$ cat src/rtl/ucl_pkg.sv
package ucl_pkg;
    localparam int WORD_W = 32;

    localparam logic [1:0] REG_CTRL = 2'd0;
    localparam logic [1:0] REG_PTR  = 2'd1;
    localparam logic [1:0] REG_DATA = 2'd2;

    localparam logic [WORD_W-1:0] HALT_WORD = 32'h0000_008C;
    localparam logic [WORD_W-1:0] RUN_WORD  = 32'h0000_010B;

    localparam logic [1:0] ERR_NONE   = 2'd0;
    localparam logic [1:0] ERR_XPORT  = 2'd1;
    localparam logic [1:0] ERR_RANGE  = 2'd2;
    localparam logic [1:0] ERR_VERIFY = 2'd3;

    typedef enum logic [3:0] {
        ST_IDLE,
        ST_HALT,
        ST_PTR_UP,
        ST_LOAD,
        ST_PTR_CHK,
        ST_CHECK,
        ST_RUN,
        ST_DONE,
        ST_FAIL
    } ucl_state_e;
endpackage

$ cat src/rtl/ucl_xact.sv
// Tracks the single outstanding transaction: offer, acceptance, response.
module ucl_xact (
    input  logic clk,
    input  logic rst_n,
    input  logic want,
    input  logic req_ready,
    input  logic rsp_valid,
    output logic req_valid,
    output logic rsp_take
);
    logic issued_q;

    assign req_valid = want && !issued_q;
    assign rsp_take  = issued_q && rsp_valid;

    always_ff @(posedge clk or negedge rst_n) begin
        if (!rst_n)
            issued_q <= 1'b0;
        else if (req_valid && req_ready)
            issued_q <= 1'b1;
        else if (rsp_take)
            issued_q <= 1'b0;
    end
endmodule

$ cat src/rtl/ucl_index.sv
// Byte index shared by the upload and verify passes.
module ucl_index #(
    parameter int LEN_W = 12
) (
    input  logic             clk,
    input  logic             rst_n,
    input  logic             clear,
    input  logic             step,
    input  logic [LEN_W-1:0] len,
    output logic [LEN_W-1:0] idx,
    output logic             last
);
    logic [LEN_W-1:0] idx_q;

    assign idx  = idx_q;
    assign last = (idx_q == len - 1'b1);

    always_ff @(posedge clk or negedge rst_n) begin
        if (!rst_n)
            idx_q <= '0;
        else if (clear)
            idx_q <= '0;
        else if (step)
            idx_q <= idx_q + 1'b1;
    end
endmodule

$ cat src/rtl/ucl_mismatch.sv
// Mismatch counter; flags the hit that takes it past the tolerance.
module ucl_mismatch #(
    parameter int LIMIT = 4,
    parameter int CNT_W = 3
) (
    input  logic             clk,
    input  logic             rst_n,
    input  logic             clear,
    input  logic             hit,
    output logic [CNT_W-1:0] count,
    output logic             over
);
    localparam logic [CNT_W-1:0] LIM_V = CNT_W'(LIMIT);

    logic [CNT_W-1:0] cnt_q;

    assign count = cnt_q;
    assign over  = hit && (cnt_q == LIM_V);

    always_ff @(posedge clk or negedge rst_n) begin
        if (!rst_n)
            cnt_q <= '0;
        else if (clear)
            cnt_q <= '0;
        else if (hit)
            cnt_q <= cnt_q + 1'b1;
    end
endmodule

$ cat src/rtl/ucode_loader.sv
module ucode_loader
    import ucl_pkg::*;
#(
    parameter int LEN_W      = 12,
    parameter int MISM_LIMIT = 4,
    parameter int MCNT_W     = $clog2(MISM_LIMIT + 2)
) (
    input  logic              clk,
    input  logic              rst_n,
    input  logic              start,
    input  logic [LEN_W-1:0]  img_len,
    output logic [LEN_W-1:0]  img_addr,
    input  logic [7:0]        img_data,
    output logic              req_valid,
    input  logic              req_ready,
    output logic              req_write,
    output logic [1:0]        req_reg,
    output logic [31:0]       req_wdata,
    input  logic              rsp_valid,
    input  logic              rsp_err,
    input  logic [31:0]       rsp_rdata,
    output logic              busy,
    output logic              done,
    output logic              error,
    output logic [1:0]        err_code,
    output logic [MCNT_W-1:0] mism_cnt
);
    ucl_state_e       state_q, state_d;
    logic [LEN_W-1:0] len_q;
    logic [1:0]       err_q, err_d;
    logic             want, rsp_take, rsp_ok, rsp_bad;
    logic             launch, range_bad, byte_diff, hit, over, last, len_zero;
    logic             idx_clear, idx_step;

    assign launch    = start && (state_q == ST_IDLE || state_q == ST_DONE || state_q == ST_FAIL);
    assign rsp_ok    = rsp_take && !rsp_err;
    assign rsp_bad   = rsp_take && rsp_err;
    assign range_bad = |rsp_rdata[WORD_W-1:8];
    assign byte_diff = (rsp_rdata[7:0] != img_data);
    assign hit       = rsp_ok && (state_q == ST_CHECK) && !range_bad && byte_diff;
    assign len_zero  = (len_q == '0);
    assign idx_clear = (state_q == ST_PTR_UP) || (state_q == ST_PTR_CHK);
    assign idx_step  = rsp_ok && ((state_q == ST_LOAD) || (state_q == ST_CHECK));

    ucl_xact u_xact (
        .clk       (clk),
        .rst_n     (rst_n),
        .want      (want),
        .req_ready (req_ready),
        .rsp_valid (rsp_valid),
        .req_valid (req_valid),
        .rsp_take  (rsp_take)
    );

    ucl_index #(.LEN_W(LEN_W)) u_index (
        .clk   (clk),
        .rst_n (rst_n),
        .clear (idx_clear),
        .step  (idx_step),
        .len   (len_q),
        .idx   (img_addr),
        .last  (last)
    );

    ucl_mismatch #(.LIMIT(MISM_LIMIT), .CNT_W(MCNT_W)) u_mism (
        .clk   (clk),
        .rst_n (rst_n),
        .clear (launch),
        .hit   (hit),
        .count (mism_cnt),
        .over  (over)
    );

    // State register
    always_ff @(posedge clk or negedge rst_n) begin
        if (!rst_n) begin
            state_q <= ST_IDLE;
            len_q   <= '0;
            err_q   <= ERR_NONE;
        end else begin
            state_q <= state_d;
            if (launch) begin
                len_q <= img_len;
                err_q <= ERR_NONE;
            end else if (state_d == ST_FAIL && state_q != ST_FAIL) begin
                err_q <= err_d;
            end
        end
    end

    // Next state
    always_comb begin
        state_d = state_q;
        err_d   = ERR_NONE;
        unique case (state_q)
            ST_IDLE, ST_DONE, ST_FAIL: begin
                if (start) state_d = ST_HALT;
            end
            ST_HALT: begin
                if (rsp_ok) state_d = ST_PTR_UP;
            end
            ST_PTR_UP: begin
                if (rsp_ok) state_d = len_zero ? ST_PTR_CHK : ST_LOAD;
            end
            ST_LOAD: begin
                if (rsp_ok && last) state_d = ST_PTR_CHK;
            end
            ST_PTR_CHK: begin
                if (rsp_ok) state_d = len_zero ? ST_RUN : ST_CHECK;
            end
            ST_CHECK: begin
                if (rsp_ok) begin
                    if (range_bad) begin
                        state_d = ST_FAIL;
                        err_d   = ERR_RANGE;
                    end else if (over) begin
                        state_d = ST_FAIL;
                        err_d   = ERR_VERIFY;
                    end else if (last) begin
                        if (hit || mism_cnt != '0) begin
                            state_d = ST_FAIL;
                            err_d   = ERR_VERIFY;
                        end else begin
                            state_d = ST_RUN;
                        end
                    end
                end
            end
            ST_RUN: begin
                if (rsp_ok) state_d = ST_DONE;
            end
            default: state_d = ST_IDLE;
        endcase
        if (rsp_bad) begin
            state_d = ST_FAIL;
            err_d   = ERR_XPORT;
        end
    end

    // Outputs
    always_comb begin
        want      = 1'b0;
        req_write = 1'b1;
        req_reg   = REG_CTRL;
        req_wdata = '0;
        unique case (state_q)
            ST_HALT: begin
                want      = 1'b1;
                req_wdata = HALT_WORD;
            end
            ST_PTR_UP, ST_PTR_CHK: begin
                want    = 1'b1;
                req_reg = REG_PTR;
            end
            ST_LOAD: begin
                want      = 1'b1;
                req_reg   = REG_DATA;
                req_wdata = {{(WORD_W-8){1'b0}}, img_data};
            end
            ST_CHECK: begin
                want      = 1'b1;
                req_write = 1'b0;
                req_reg   = REG_DATA;
            end
            ST_RUN: begin
                want      = 1'b1;
                req_wdata = RUN_WORD;
            end
            default: ;
        endcase
    end

    assign busy     = !(state_q == ST_IDLE || state_q == ST_DONE || state_q == ST_FAIL);
    assign done     = (state_q == ST_DONE);
    assign error    = (state_q == ST_FAIL);
    assign err_code = err_q;
endmodule

$ cat config.mk
export PLATFORM = sky130hd
export DESIGN_NAME = ucode_loader
export DESIGN_NICKNAME = d
export VERILOG_FILES = /design/src/rtl/ucl_pkg.sv /design/src/rtl/ucl_xact.sv /design/src/rtl/ucl_index.sv /design/src/rtl/ucl_mismatch.sv /design/src/rtl/ucode_loader.sv
export SDC_FILE = /design/constraint.sdc
export NUM_CORES = 1
export LEC_CHECK = 0
export BUFFER_PORTS_ARGS = -buffer_cell sky130_fd_sc_hd__buf_2
export CORE_ASPECT_RATIO = 0.5
export CORE_MARGIN = 4
export CORE_UTILIZATION = 53
export DETAILED_ROUTE_END_ITERATION = 10
export GPL_ROUTABILITY_DRIVEN = 0
export MAX_ROUTING_LAYER = met4
export PLACE_DENSITY = 0.87
export SYNTH_ARGS = -nofsm -noshare
export SYNTH_HDL_FRONTEND = slang
export SYNTH_HIERARCHICAL = 1
export SYNTH_SLANG_ARGS = --single-unit
$ cat constraint.sdc
create_clock -name clk -period 6.3 [get_ports clk]
set_input_delay 0.63 -clock clk [delete_from_list [all_inputs] [get_ports clk]]
set_output_delay 0.63 -clock clk [all_outputs]
set_load 0.05 [all_outputs]
* After elaboration in Yosys (flattened, before gate mapping)
Index checks and enable logic that the tools add are counted.
** Word-level totals
- Register bits :: 34
- Input port bits :: 58
- Output and inout bits :: 56
- Logic and storage cells :: 90
** Operators by class
- Add/sub/neg operators :: 3
- Eq/ne operators :: 13
- Mux-type cells :: 34
- Reduce and logical (&&, ||, !) cells :: 34
** Operator list (count)
- 2-to-1 mux 4 bit :: 12
- one-hot mux 4 bit (7 select lines) :: 1
- one-hot mux 9 bit (3 select lines) :: 1
- 2-to-1 mux 12 bit :: 2
- OR reduction 24 bit :: 1
- 2-to-1 mux 2 bit :: 10
- equality test 4 x 3 -> 1 bit (second input constant) :: 4
- logical AND 1 bit :: 13
- adder 12 x 1 -> 12 bit (second input constant) :: 1
- equality test 12 bit :: 1
- zero test 12 bit :: 1
- subtractor 12 x 1 -> 12 bit (second input constant) :: 1
- 2-to-1 mux 3 bit :: 3
- equality test 4 x 2 -> 1 bit (second input constant) :: 2
- equality test 4 bit (second input constant) :: 2
- inequality test 8 bit :: 1
- nonzero test 2 bit :: 4
- OR reduction 6 bit :: 1
- logical OR 1 bit :: 5
- equality test 4 x 1 -> 1 bit (second input constant) :: 1
- zero test 1 bit :: 4
- zero test 4 bit :: 1
- 2-to-1 mux 1 bit :: 4
- inequality test 4 bit (second input constant) :: 1
- 6 further kinds :: 7

* Logic depth before layout (Yosys ltp)
- Depth in word-level cells :: 17
- Mapped depth :: 14
- Gate-level depth less buffers :: 13

* Cells and area by module
Netlist, hierarchy kept.
** By module, submodules not included
- ucode_loader :: instances 1, cells an instance 170, area an instance 1561.5 µm², sequential area each 450.4 µm²
- ucl_index :: instances 1, cells an instance 121, area an instance 991.0 µm², sequential area each 300.3 µm²
- ucl_mismatch :: instances 1, cells an instance 15, area an instance 163.9 µm², sequential area each 75.1 µm²
- ucl_xact :: instances 1, cells an instance 5, area an instance 52.6 µm², sequential area each 25.0 µm²

* Least setup slack after synthesis
No wires, ideal clock.
- Path kind :: register to register
- Start :: reg len_q[3]
- End :: reg state_q[3]
- Setup time :: 0.132 ns
- Arrival time :: 2.660 ns
- Data required time :: 6.168 ns
- Path slack :: 3.507 ns
- Stages on the path, launching flop included :: 11
- Buffers on the path :: 1
- Period minus slack after synthesis :: 2.793 ns
- Cells stage by stage :: dfrtp_1 -> or4_1 -> buf_2 -> a2111oi_0 -> nor3_1 -> o21ai_1 -> o41ai_1 -> and4_1 -> or4_1 -> nand3_2 -> o211ai_1
** Between the ends
- Longest elaborated chain between the ends :: 8
- Elaborated cells on any way between the ends :: 10
- Classes of those cells :: add/sub (1); eq/ne (1); mux (7); reduce/logical (1)
** Ends and longest elaborated chain
- start, declared :: line ucode_loader.sv:29 : logic [LEN_W-1:0] len_q;
- start signal, assigned :: line ucode_loader.sv:83 : len_q <= img_len;
- subtractor 12 x 1 -> 12 bit * :: line ucl_index.sv:16 : assign last = (idx_q == len - 1'b1);
- equality test 12 bit * :: line ucl_index.sv:16
- net last :: line ucode_loader.sv:32 : logic launch, range_bad, byte_diff, hit, over, last, len_zero;
- 2-to-1 mux 4 bit :: line ucode_loader.sv:119 : end else if (last) begin
- 2-to-1 mux 4 bit :: line ucode_loader.sv:116 : end else if (over) begin
- 2-to-1 mux 4 bit :: line ucode_loader.sv:113 : if (range_bad) begin
- 2-to-1 mux 4 bit :: line ucode_loader.sv:112 : if (rsp_ok) begin
- one-hot mux 4 bit (7 select lines) * :: line ucode_loader.sv:95 : unique case (state_q)
- 2-to-1 mux 4 bit * :: line ucode_loader.sv:134 : if (rsp_bad) begin
- net state_d[3] :: line ucode_loader.sv:28 : ucl_state_e state_q, state_d;
- end signal, assigned :: line ucode_loader.sv:81 : state_q <= state_d;
- end, declared :: line ucode_loader.sv:28
Mark *: on every way through the listed nets, which the timed path passes. The rest lies on a longest branch.
A chain may end at the register's enable or synchronous reset.

* Worst setup path in the final report
- Start :: reg state_q[1]
- End :: reg u_index.idx_q[11] (netlist: u_index/idx[11])
** Between the ends
- Longest elaborated chain between the ends :: 4
- Elaborated cells on any way between the ends :: 9
- Classes of those cells :: eq/ne (4); mux (1); reduce/logical (4)
** Ends and longest elaborated chain
- equality test 4 x 2 -> 1 bit / equality test 4 x 3 -> 1 bit (equally long branches) :: line ucode_loader.sv:43 : assign idx_step = rsp_ok && ((state_q == ST_LOAD) || (state_q == ST_CHECK));
- logical OR 1 bit * :: line ucode_loader.sv:43
- logical AND 1 bit * :: line ucode_loader.sv:43
- net idx_step :: line ucode_loader.sv:33 : logic idx_clear, idx_step;
- nonzero test 2 bit (no line) *
- end signal, assigned :: line ucl_index.sv:24 : idx_q <= idx_q + 1'b1;
- end, declared :: line ucl_index.sv:13 : logic [LEN_W-1:0] idx_q;
Marked as above.

==> run metrics <==
Placed Cells about 460; most common cell after layout, fill and taps aside buf_2; DP Wirelength roughly 5300 um; final worst setup slack 3.27 ns; top_reg_cell synth dfrtp_1; post-route clock skew 0.00438 ns; final std cells w/o fill 466; GRT Residual Overflow 0; Int Pwr 602 uW; placed instance area approximately 0.0032 mm2; number of buffers created by CTS 5; met2 GRT Util between 30% and 40%; Vias/cell ~5.5; Hold Vio Cnt, Final 0; Final min period slightly above 3 ns; Power Density 375 mW/mm2; Critical Path RT approximately 6.4 ns; initial antenna violation count 0; Post-Route WL between 6000 and 7000 um; post-CTS setup buffers 0; Total GRT Usage around 23%; sequential fraction of design power ~32%; vias between 2000 and 3000; status completed; WL/cell around 15 um; # DRC 0; syn_area_per_cell a little under 9 um2; Slew Viols, Final 0; register area share after synthesis a little over 30%; Routed Antenna Nets 0; DRT iter0 DRCs between 150 and 200; Initial Util between 50% and 60%; worst-margin pin slew 0.963 ns; CP Class flop to flop; largest net degree at the start of global routing 35; Max Cap Viol 0; Yosys cell types 61; Crit. End Element flop; Clock Root Buffer clkbuf_8; CP Buf/Inv Count 0; Max IR drop VDD ~250 uV; NumNets Final 457; drt pass-1 iters 4; Crit-path slowest cell dfrtp_1; CP Max Fanout 13; Clock Latency Late Sink a little under 0.3 ns; Cell Area, Synth roughly 0.0028 mm2; global routing usage on met3 under 10%; Final Total Pwr approximately 1.2 mW; Die Y about 60 um; YS warnings 6; ant diodes 0; fmax roughly 0.33 GHz; Clk pwr share roughly 14%; number of port buffers 90; Critical Path, Cell by Cell nand2_1 > nor3_1 > nand2b_1 > nor2b_1 > o21a_1 > and3_1 > nand4_1 > xor2_1 > nor2_1; H-tree depth 2; switching fraction of total power between 50% and 60%; Top-Level Pins around 110; asr flop ratio synth 100%; clk sinks 34; Resized cells post-CTS 0; switching power total ~600 uW; pre-CTS setup slack roughly 3.2 ns; commonest cells after routing, fill and taps aside 90 x buf_2, 34 x dfrtp_1, 25 x nor2_1; fin crit share between 40% and 50%; number of fillers in the final layout roughly 430; core area 0.00498 mm2; deepest clock path buffer count 2; Hold Buf Count CTS 0; die area 0.00652 mm2; vias in the first global route approximately 2400; FF+latch count, synth 34; leak pwr about 1.6 nW; num rows 18; CTS tree yes; die extent in x 110 um; Logic pwr share 53.9%; worst hold path type input pin to asynchronous set/reset pin; CP startpoint kind flop; Slew headroom 35.8%; Top Family by Delay on Critical Path simple AND/OR/NAND/NOR gates; final setup vio count 0; first-pass GRT wire length 11200 um; GRT met1 Usage 28.4%; setup TNS 0 ns; Post-Syn Instances between 300 and 400; layout cells sized above 1 about a third; Worst EP arrival around 3.2 ns; P&R area growth vs syn 17.1%; busiest grt layer met2; unrepaired setup endpoints after global routing no; Post-synth EDFFs 0; slowest stage delay, CP 0.62 ns; post-route cell area 0.00324 mm2; Worst-path clk slew 0.07 ns
==> layer usage <==
metal	wire length, um	up-vias
met2	3400	124
met1	2880	1218
met4	67	0
met3	574	6
li1	-	1233
met5	0	-
==> logic make-up after synthesis <==
kind of cell    Yosys count  synth area share [%]
buf+inv                  47                  10.3
fa+ha+maj                 4                  1.81
flops                    34                  30.7
xor+xnor                 34                  10.8
simple gates            127                  27.1
compound gates           48                  11.9
mux                      16                  7.32
other cells               1                 0.135
==> worst reg2reg max path, stage by stage, from the launching register on <==
cell and delay [ns]:
dfrtp_1 0.62, nand2_1 0.25, nor3_1 0.50, nand2b_1 0.20, nor2b_1 0.43, o21a_1 0.20
and3_1 0.27, nand4_1 0.17, xor2_1 0.18, nor2_1 0.06
==> Yosys cell counts, types with 4 or more instances <==
cell	n	share of area (%)
xor2_1	14	4.4
a21oi_1	12	2.2
nor4_1	12	2.7
ha_1	4	1.8
nand4_1	4	0.90
nor2b_1	7	1.6
nand3_1	11	2.0
nor3_1	8	1.4
xnor2_1	20	6.3
clkbuf_1	6	0.81
o21ai_1	4	0.72
buf_4	24	6.5
nand2_1	19	2.6
o21ai_0	4	0.72
inv_1	11	1.5
and2_1	4	0.90
mux2_1	4	1.6
nor4_2	5	2.3
mux2_4	7	3.8
dfrtp_1	34	31
and3_1	5	1.1
nand2b_1	7	1.6
nor2_1	25	3.4
==> flip-flops by register name, summed over array words and instances, names as in the netlist <==
signal           count
len_q               12
u_index/idx         12
state_q              4
u_mism/count         3
err_code             2
u_xact/issued_q      1
==> final cells by class <==
class / count / area, um2 / area share [%]
Clock buffer: 7 / 86.3 / 2.66
Clock inverter: 1 / 5.00 / 0.154
Inverter: 12 / 45.0 / 1.39
Multi-Input combinational cell: 252 / 1720 / 53.0
Sequential cell: 34 / 851 / 26.2
Tap cell: 70 / 87.6 / 2.70
Timing Repair Buffer: 90 / 450 / 13.9
==> power groups by stage <==
| stage | combinational, mW | sequential [mW] | clock, mW |
|---|---|---|---|
| 2_1_floorplan | 0.544 | 0.364 | 0 |
| 5_1_grt | 0.706 | 0.400 | 0.185 |
| 6_report | 0.655 | 0.391 | 0.170 |
| 3_5_place_dp | 0.647 | 0.387 | 0 |
| 3_3_place_gp | 0.633 | 0.387 | 0 |
| 4_1_cts | 0.650 | 0.386 | 0.173 |
==> path summary, 6_finish.rpt <==
| kind | start | end | depth (start not counted) | slack (ns) |
|---|---|---|---|---|
| setup / recovery | state_q[1] | u_index/idx[11] | 9 | 3.27 |
| hold / removal | rst_n | u_index/idx[4] | 1 | 0.41 |
| setup reg to reg | state_q[1] | u_index/idx[11] | 9 | 3.27 |
| hold reg to reg | u_xact/issued_q | u_xact/issued_q | 1 | 0.53 |
| max in group asynchronous | rst_n | u_mism/count[1] | 1 | 5.40 |
| min in group clk | rsp_valid | u_xact/issued_q | 2 | 0.52 |
==> per-stage QoR <==
stage,hold slack (ns),util [%]
floorplan,0.334,-
global placement,0.487,63.3
detailed placement,0.496,63.3
CTS,0.416,65.1
global route,0.450,65.1
finish,0.408,65.1
Note: power is estimated with default switching activity, not from simulation.
